File: src/rtl/wm_ctrl_pkg.sv
package wm_ctrl_pkg;

  typedef enum logic {
    TX_IDLE = 1'b0,
    TX_SEND = 1'b1
  } tx_state_e;

endpackage

File: src/rtl/wm_cfg_shadow.sv
// Holds the active watermark and transmit-start threshold; loads only when enabled.
module wm_cfg_shadow #(
  parameter int DEPTH   = 128,
  parameter int WM_STEP = 8,
  parameter int CODE_W  = 2,
  parameter int CNT_W   = $clog2(DEPTH + 1)
) (
  input  logic              clk,
  input  logic              rst_n,
  input  logic              cap_en,
  input  logic [CODE_W-1:0] code,
  input  logic              early,
  output logic [CNT_W-1:0]  wm_q,
  output logic [CNT_W-1:0]  start_thr_q
);

  localparam int NUM_CODES = 1 << CODE_W;

  logic [CNT_W-1:0] wm_tab   [NUM_CODES];
  logic [CNT_W-1:0] late_tab [NUM_CODES];

  genvar gi;
  generate
    for (gi = 0; gi < NUM_CODES; gi++) begin : g_tab
      assign wm_tab[gi]   = CNT_W'((gi + 1) * WM_STEP);
      assign late_tab[gi] = CNT_W'(DEPTH - (gi + 1) * WM_STEP);
    end
  endgenerate

  logic [CNT_W-1:0] wm_d;
  logic [CNT_W-1:0] start_thr_d;

  always_comb begin
    wm_d        = wm_q;
    start_thr_d = start_thr_q;
    if (cap_en) begin
      wm_d        = wm_tab[code];
      start_thr_d = early ? wm_tab[code] : late_tab[code];
    end
  end

  always_ff @(posedge clk or negedge rst_n) begin
    if (!rst_n) begin
      wm_q        <= wm_tab[0];
      start_thr_q <= late_tab[0];
    end else begin
      wm_q        <= wm_d;
      start_thr_q <= start_thr_d;
    end
  end

endmodule

File: src/rtl/wm_dma_req.sv
// Burst requests for both directions, from the FIFO levels and the active watermark.
module wm_dma_req #(
  parameter int DEPTH = 128,
  parameter int CNT_W = $clog2(DEPTH + 1)
) (
  input  logic [CNT_W-1:0] wm,
  input  logic [CNT_W-1:0] rx_level,
  input  logic             rx_eof_present,
  input  logic [CNT_W-1:0] tx_level,
  output logic             rx_req,
  output logic             tx_req
);

  localparam logic [CNT_W-1:0] DEPTH_C = CNT_W'(DEPTH);

  logic [CNT_W-1:0] tx_free;

  always_comb begin
    tx_free = DEPTH_C - tx_level;
    rx_req  = (rx_level >= wm) | rx_eof_present;
    tx_req  = (tx_free >= wm);
  end

endmodule

File: src/rtl/wm_tx_sched.sv
// Frame start sequencing and underrun detection for the transmit side.
module wm_tx_sched #(
  parameter int DEPTH = 128,
  parameter int CNT_W = $clog2(DEPTH + 1)
) (
  input  logic             clk,
  input  logic             rst_n,
  input  logic [CNT_W-1:0] tx_level,
  input  logic [CNT_W-1:0] start_thr,
  input  logic             eof_present,
  input  logic             frame_done,
  output logic             start,
  output logic             active,
  output logic             underrun
);

  import wm_ctrl_pkg::*;

  tx_state_e state_q, state_d;
  logic      eof_seen_q, eof_seen_d;
  logic      dry_q, dry_d;
  logic      und_q, und_d;
  logic      start_ok;

  always_comb begin
    start_ok   = (tx_level >= start_thr) | eof_present;
    state_d    = state_q;
    eof_seen_d = eof_seen_q;
    start      = 1'b0;
    case (state_q)
      TX_IDLE: begin
        if (start_ok) begin
          start      = 1'b1;
          state_d    = TX_SEND;
          eof_seen_d = eof_present;
        end
      end
      TX_SEND: begin
        if (eof_present) eof_seen_d = 1'b1;
        if (frame_done) begin
          state_d    = TX_IDLE;
          eof_seen_d = 1'b0;
        end
      end
      default: state_d = TX_IDLE;
    endcase
    dry_d = (state_q == TX_SEND) && (tx_level == '0) && !eof_seen_q && !eof_present;
    und_d = dry_d && !dry_q;
  end

  always_ff @(posedge clk or negedge rst_n) begin
    if (!rst_n) begin
      state_q    <= TX_IDLE;
      eof_seen_q <= 1'b0;
      dry_q      <= 1'b0;
      und_q      <= 1'b0;
    end else begin
      state_q    <= state_d;
      eof_seen_q <= eof_seen_d;
      dry_q      <= dry_d;
      und_q      <= und_d;
    end
  end

  assign active   = (state_q == TX_SEND);
  assign underrun = und_q;

endmodule

File: src/rtl/fifo_watermark_ctrl.sv
module fifo_watermark_ctrl #(
  parameter int DEPTH   = 128,
  parameter int WM_STEP = 8,
  parameter int CODE_W  = 2,
  parameter int CNT_W   = $clog2(DEPTH + 1)
) (
  input  logic              clk,
  input  logic              rst_n,
  input  logic [CODE_W-1:0] cfg_wm_code,
  input  logic              cfg_early_start,
  input  logic [CNT_W-1:0]  tx_level,
  input  logic              tx_eof_present,
  input  logic              tx_frame_done,
  input  logic [CNT_W-1:0]  rx_level,
  input  logic              rx_eof_present,
  output logic              rx_dma_req,
  output logic              tx_dma_req,
  output logic              tx_start,
  output logic              tx_active,
  output logic              tx_underrun
);

  logic [CNT_W-1:0] wm_bytes;
  logic [CNT_W-1:0] start_thr;
  logic             cfg_cap_en;

  assign cfg_cap_en = !tx_active;

  wm_cfg_shadow #(
    .DEPTH(DEPTH), .WM_STEP(WM_STEP), .CODE_W(CODE_W), .CNT_W(CNT_W)
  ) cfg_i (
    .clk        (clk),
    .rst_n      (rst_n),
    .cap_en     (cfg_cap_en),
    .code       (cfg_wm_code),
    .early      (cfg_early_start),
    .wm_q       (wm_bytes),
    .start_thr_q(start_thr)
  );

  wm_dma_req #(
    .DEPTH(DEPTH), .CNT_W(CNT_W)
  ) req_i (
    .wm            (wm_bytes),
    .rx_level      (rx_level),
    .rx_eof_present(rx_eof_present),
    .tx_level      (tx_level),
    .rx_req        (rx_dma_req),
    .tx_req        (tx_dma_req)
  );

  wm_tx_sched #(
    .DEPTH(DEPTH), .CNT_W(CNT_W)
  ) sched_i (
    .clk        (clk),
    .rst_n      (rst_n),
    .tx_level   (tx_level),
    .start_thr  (start_thr),
    .eof_present(tx_eof_present),
    .frame_done (tx_frame_done),
    .start      (tx_start),
    .active     (tx_active),
    .underrun   (tx_underrun)
  );

endmodule

File: config.mk
export PLATFORM = sky130hd
export DESIGN_NAME = fifo_watermark_ctrl
export DESIGN_NICKNAME = d
export VERILOG_FILES = /design/src/rtl/wm_ctrl_pkg.sv /design/src/rtl/wm_cfg_shadow.sv /design/src/rtl/wm_dma_req.sv /design/src/rtl/wm_tx_sched.sv /design/src/rtl/fifo_watermark_ctrl.sv
export SDC_FILE = /design/constraint.sdc
export NUM_CORES = 1
export LEC_CHECK = 0
export BUFFER_PORTS_ARGS = -buffer_cell sky130_fd_sc_hd__buf_4
export CAP_MARGIN = 20
export CORE_AREA = 5 5 49 51
export CTS_CLUSTER_DIAMETER = 120
export DETAILED_ROUTE_END_ITERATION = 10
export DIE_AREA = 0 0 54 56
export HOLD_SLACK_MARGIN = 0.06
export PLACE_DENSITY = 0.71
export SYNTH_ARGS = -nofsm -noshare
export SYNTH_HDL_FRONTEND = slang
export SYNTH_SLANG_ARGS = --single-unit
File: constraint.sdc
create_clock -name clk -period 4.15 [get_ports clk]
set_clock_uncertainty 0.15 [all_clocks]
set_input_delay 0.415 -clock clk [delete_from_list [all_inputs] [get_ports clk]]
set_output_delay 0.415 -clock clk [all_outputs]
set_load 0.03 [all_outputs]
==> flow_summary.json <==
{
  "status": "complete, no violations",
  "avgViaCountPerCell": 5.01,
  "drc": 0,
  "finalSetupViolCount": 0,
  "io_buffers": 28,
  "post_drt_wl_per_cell_um": 11.4,
  "netlist-cell-type-count": 30,
  "fill_cells": 191,
  "synth.cell_area_um2": 813,
  "yosysTopAreaCellShare": 0.200,
  "dieArea_mm2": 0.00302,
  "worst_slew_pin_slew_ps": 476,
  "max_stage_delay_ps": 410,
  "path_common_cell": "buf_4",
  "grt_max_degree": 18,
  "end_kind": "output port",
  "finalPower_uw": 333,
  "synth_top_family_by_area": "adder cells",
  "critPathKind": "primary input to output port",
  "hold_class": "primary input to register",
  "track_usage": 0.117,
  "async_flop_share": 1.00,
  "grt_pass1_wl_um": 2620,
  "drive_gt1_frac": 0.360,
  "core_mm2": 0.00190,
  "cts-root-buf": "clkbuf_4",
  "clk_path_buf_depth": 2,
  "start_util": 0.428,
  "p_per_area_mw_per_mm2": 307,
  "die_x_um": 54,
  "synthToLayoutAreaGrowth_pct": 33.4,
  "ys.warnings.count": 0,
  "worstPathArrival_ps": 2270,
  "grt_pass1_vias": 623,
  "vdd_drop_max_mv": 0.195,
  "postPlaceCellArea_mm2": 0.00105,
  "cts.hold.buffers_added": 1,
  "hold_viol": 0,
  "cp_slowest_cell": "or3_4",
  "met2_wirelength_um": 730,
  "gr-total-overflow": 0,
  "rows": 16,
  "ys_seq_elements": 11,
  "yosysSeqAreaShare": 0.346,
  "path_cells": "buf_4 -> or3_4 -> nor2_1 -> xnor2_1 -> ha_1 -> nor2b_1 -> a311o_1 -> a21oi_1 -> o21ai_0 -> buf_4",
  "synth-compound-area-share": 0.146,
  "first_pass_iters": 3,
  "cts_buffers": 3,
  "synth_simple_gate_area_frac": 0.175,
  "required_ps": 3590,
  "clk_latency_ps": 270,
  "dieHeight_um": 56,
  "post-route-period-util": 0.684,
  "ff_latch_area_um2": 282,
  "synth-xor-area-share": 0.0215,
  "dpl.hpwl_um": 1370,
  "route.met3.wl_um": 107,
  "top_layer": "met4",
  "rsz0062_at_grt": "false",
  "setup_tns_ps": 0,
  "met1_length_um": 718,
  "yosysTopAreaCell": "ha_1",
  "final_area_mm2": 0.00108,
  "fmax_ghz": 0.352,
  "p_leak_uw": 0.000538,
  "fin_crit_ps": 2840,
  "num_io_pins": 29,
  "drv_slew": 0,
  "htree_levels": 1,
  "tritoncts": "done",
  "fin_nets": 152,
  "postSynthAreaPerCell_um2": 9.80,
  "final_antenna_net_count": 0,
  "ctsResizeCount": 0,
  "relSlewSlack": 0.682,
  "dp_slack_ps": 1300,
  "syn_inst": 83,
  "synth.area.mux_share": 0.0400,
  "diodes": 0,
  "syn_nets": 120,
  "synthAdderAreaFrac": 0.200,
  "gp_congestion": 0.715,
  "multi_input_area_um2": 474,
  "clock_sinks": 11,
  "antenna_found_initial": 0,
  "post_cts_buffers": 0,
  "cap_violations": 0,
  "cp_max_fo": 3,
  "synth_common_cells": "ha_1, inv_1, a21oi_1, dfrtp_1",
  "vias": 706,
  "start_kind": "primary input",
  "path_clk_slew_ps": 70,
  "first_iter_violations": 9,
  "synth_edf_count": 0,
  "setup_slack_ps": 1310,
  "ys.flop_type": "dfrtp_1",
  "synthTopCellsByArea": "ha_1, dfrtp_1, dfstp_2",
  "wl_um": 1600
}
## per-stage QoR
step	util	hold WS (ps)	instances
2_1_floorplan	-	-30.6	83
4_1_cts	0.570	178	141
3_5_place_dp	0.551	106	136
5_1_grt	0.570	180	141
3_3_place_gp	0.551	102	136
6_report	0.570	177	141
## layout by cell type, fill, tap and decap left out
cell type	n
nor4_1	1
dlygate4sd3_1	1
and3b_1	1
nor3b_2	1
o21ai_0	5
nand2b_1	1
nor2b_1	3
o31ai_1	1
nor3b_1	2
nor4_4	1
or3_4	1
dfrtp_1	6
or4b_1	1
ha_1	13
mux2i_1	1
inv_1	13
o211ai_1	1
a2111oi_0	1
clkbuf_1	1
nor3_1	2
xnor2_1	2
o41ai_1	1
mux2_2	2
o21a_1	1
o31a_1	1
buf_4	28
nand2_1	3
nor2_1	3
clkbuf_4	3
a311o_1	1
a21oi_1	7
dfstp_2	5
## metal layers
layer,GRT usage,vias up
li1,-,357
met1,0.145,325
met2,0.178,19
met3,0.0214,5
met4,0.0747,0
met5,0,-
## cells by family (layout without fill, tap and decap cells)
| kind of cell | Yosys count | count (layout) |
|---|---|---|
| simple gates | 20 | 20 |
| fa+ha+maj | 13 | 13 |
| buf+inv | 15 | 46 |
| mux | 3 | 3 |
| flops | 11 | 11 |
| compound gates | 19 | 19 |
| xor+xnor | 2 | 2 |
## power breakdown
part | total (uW) | internal, uW | switching, uW
Sequential | 147 | 132 | 14.4
Clock | 72.8 | 37.2 | 35.6
Combinational | 114 | 58.6 | 55.2
## registers in the layout, indices dropped and copies added (netlist names)
signal / count
sched_i.dry_q: 1
sched_i.eof_seen_q: 1
cfg_i.start_thr_q: 4
sched_i.active: 1
cfg_i.wm_q: 3
sched_i.underrun: 1
## final timing paths
check / start / slack, ps / cells after the start / endpoint
worst min register to register: sched_i.dry_q / 250 / 1 / sched_i.underrun
worst max register to register: cfg_i.start_thr_q[6] / 2200 / 5 / sched_i.active
worst min-delay path: cfg_early_start / 180 / 2 / cfg_i.start_thr_q[6]
worst max-delay path: tx_level[0] / 1310 / 10 / tx_dma_req
min in group asynchronous: rst_n / 370 / 2 / sched_i.underrun
max in group asynchronous: rst_n / 3260 / 2 / cfg_i.start_thr_q[5]
## critical path: cells and delay by family
kind            cells  cell delay, ps
compound gates      3             530
xor+xnor            1             130
fa+ha+maj           1             250
buf+inv             2             280
simple gates        3             670
## area by class of cell
class / instances / area share
Multi-Input combinational cell: 57 / 0.437
Sequential cell: 11 / 0.260
Timing Repair Buffer: 29 / 0.203
Inverter: 13 / 0.0450
Tap cell: 27 / 0.0311
Clock buffer: 4 / 0.0242
Note: power is estimated with default switching activity, not from simulation.
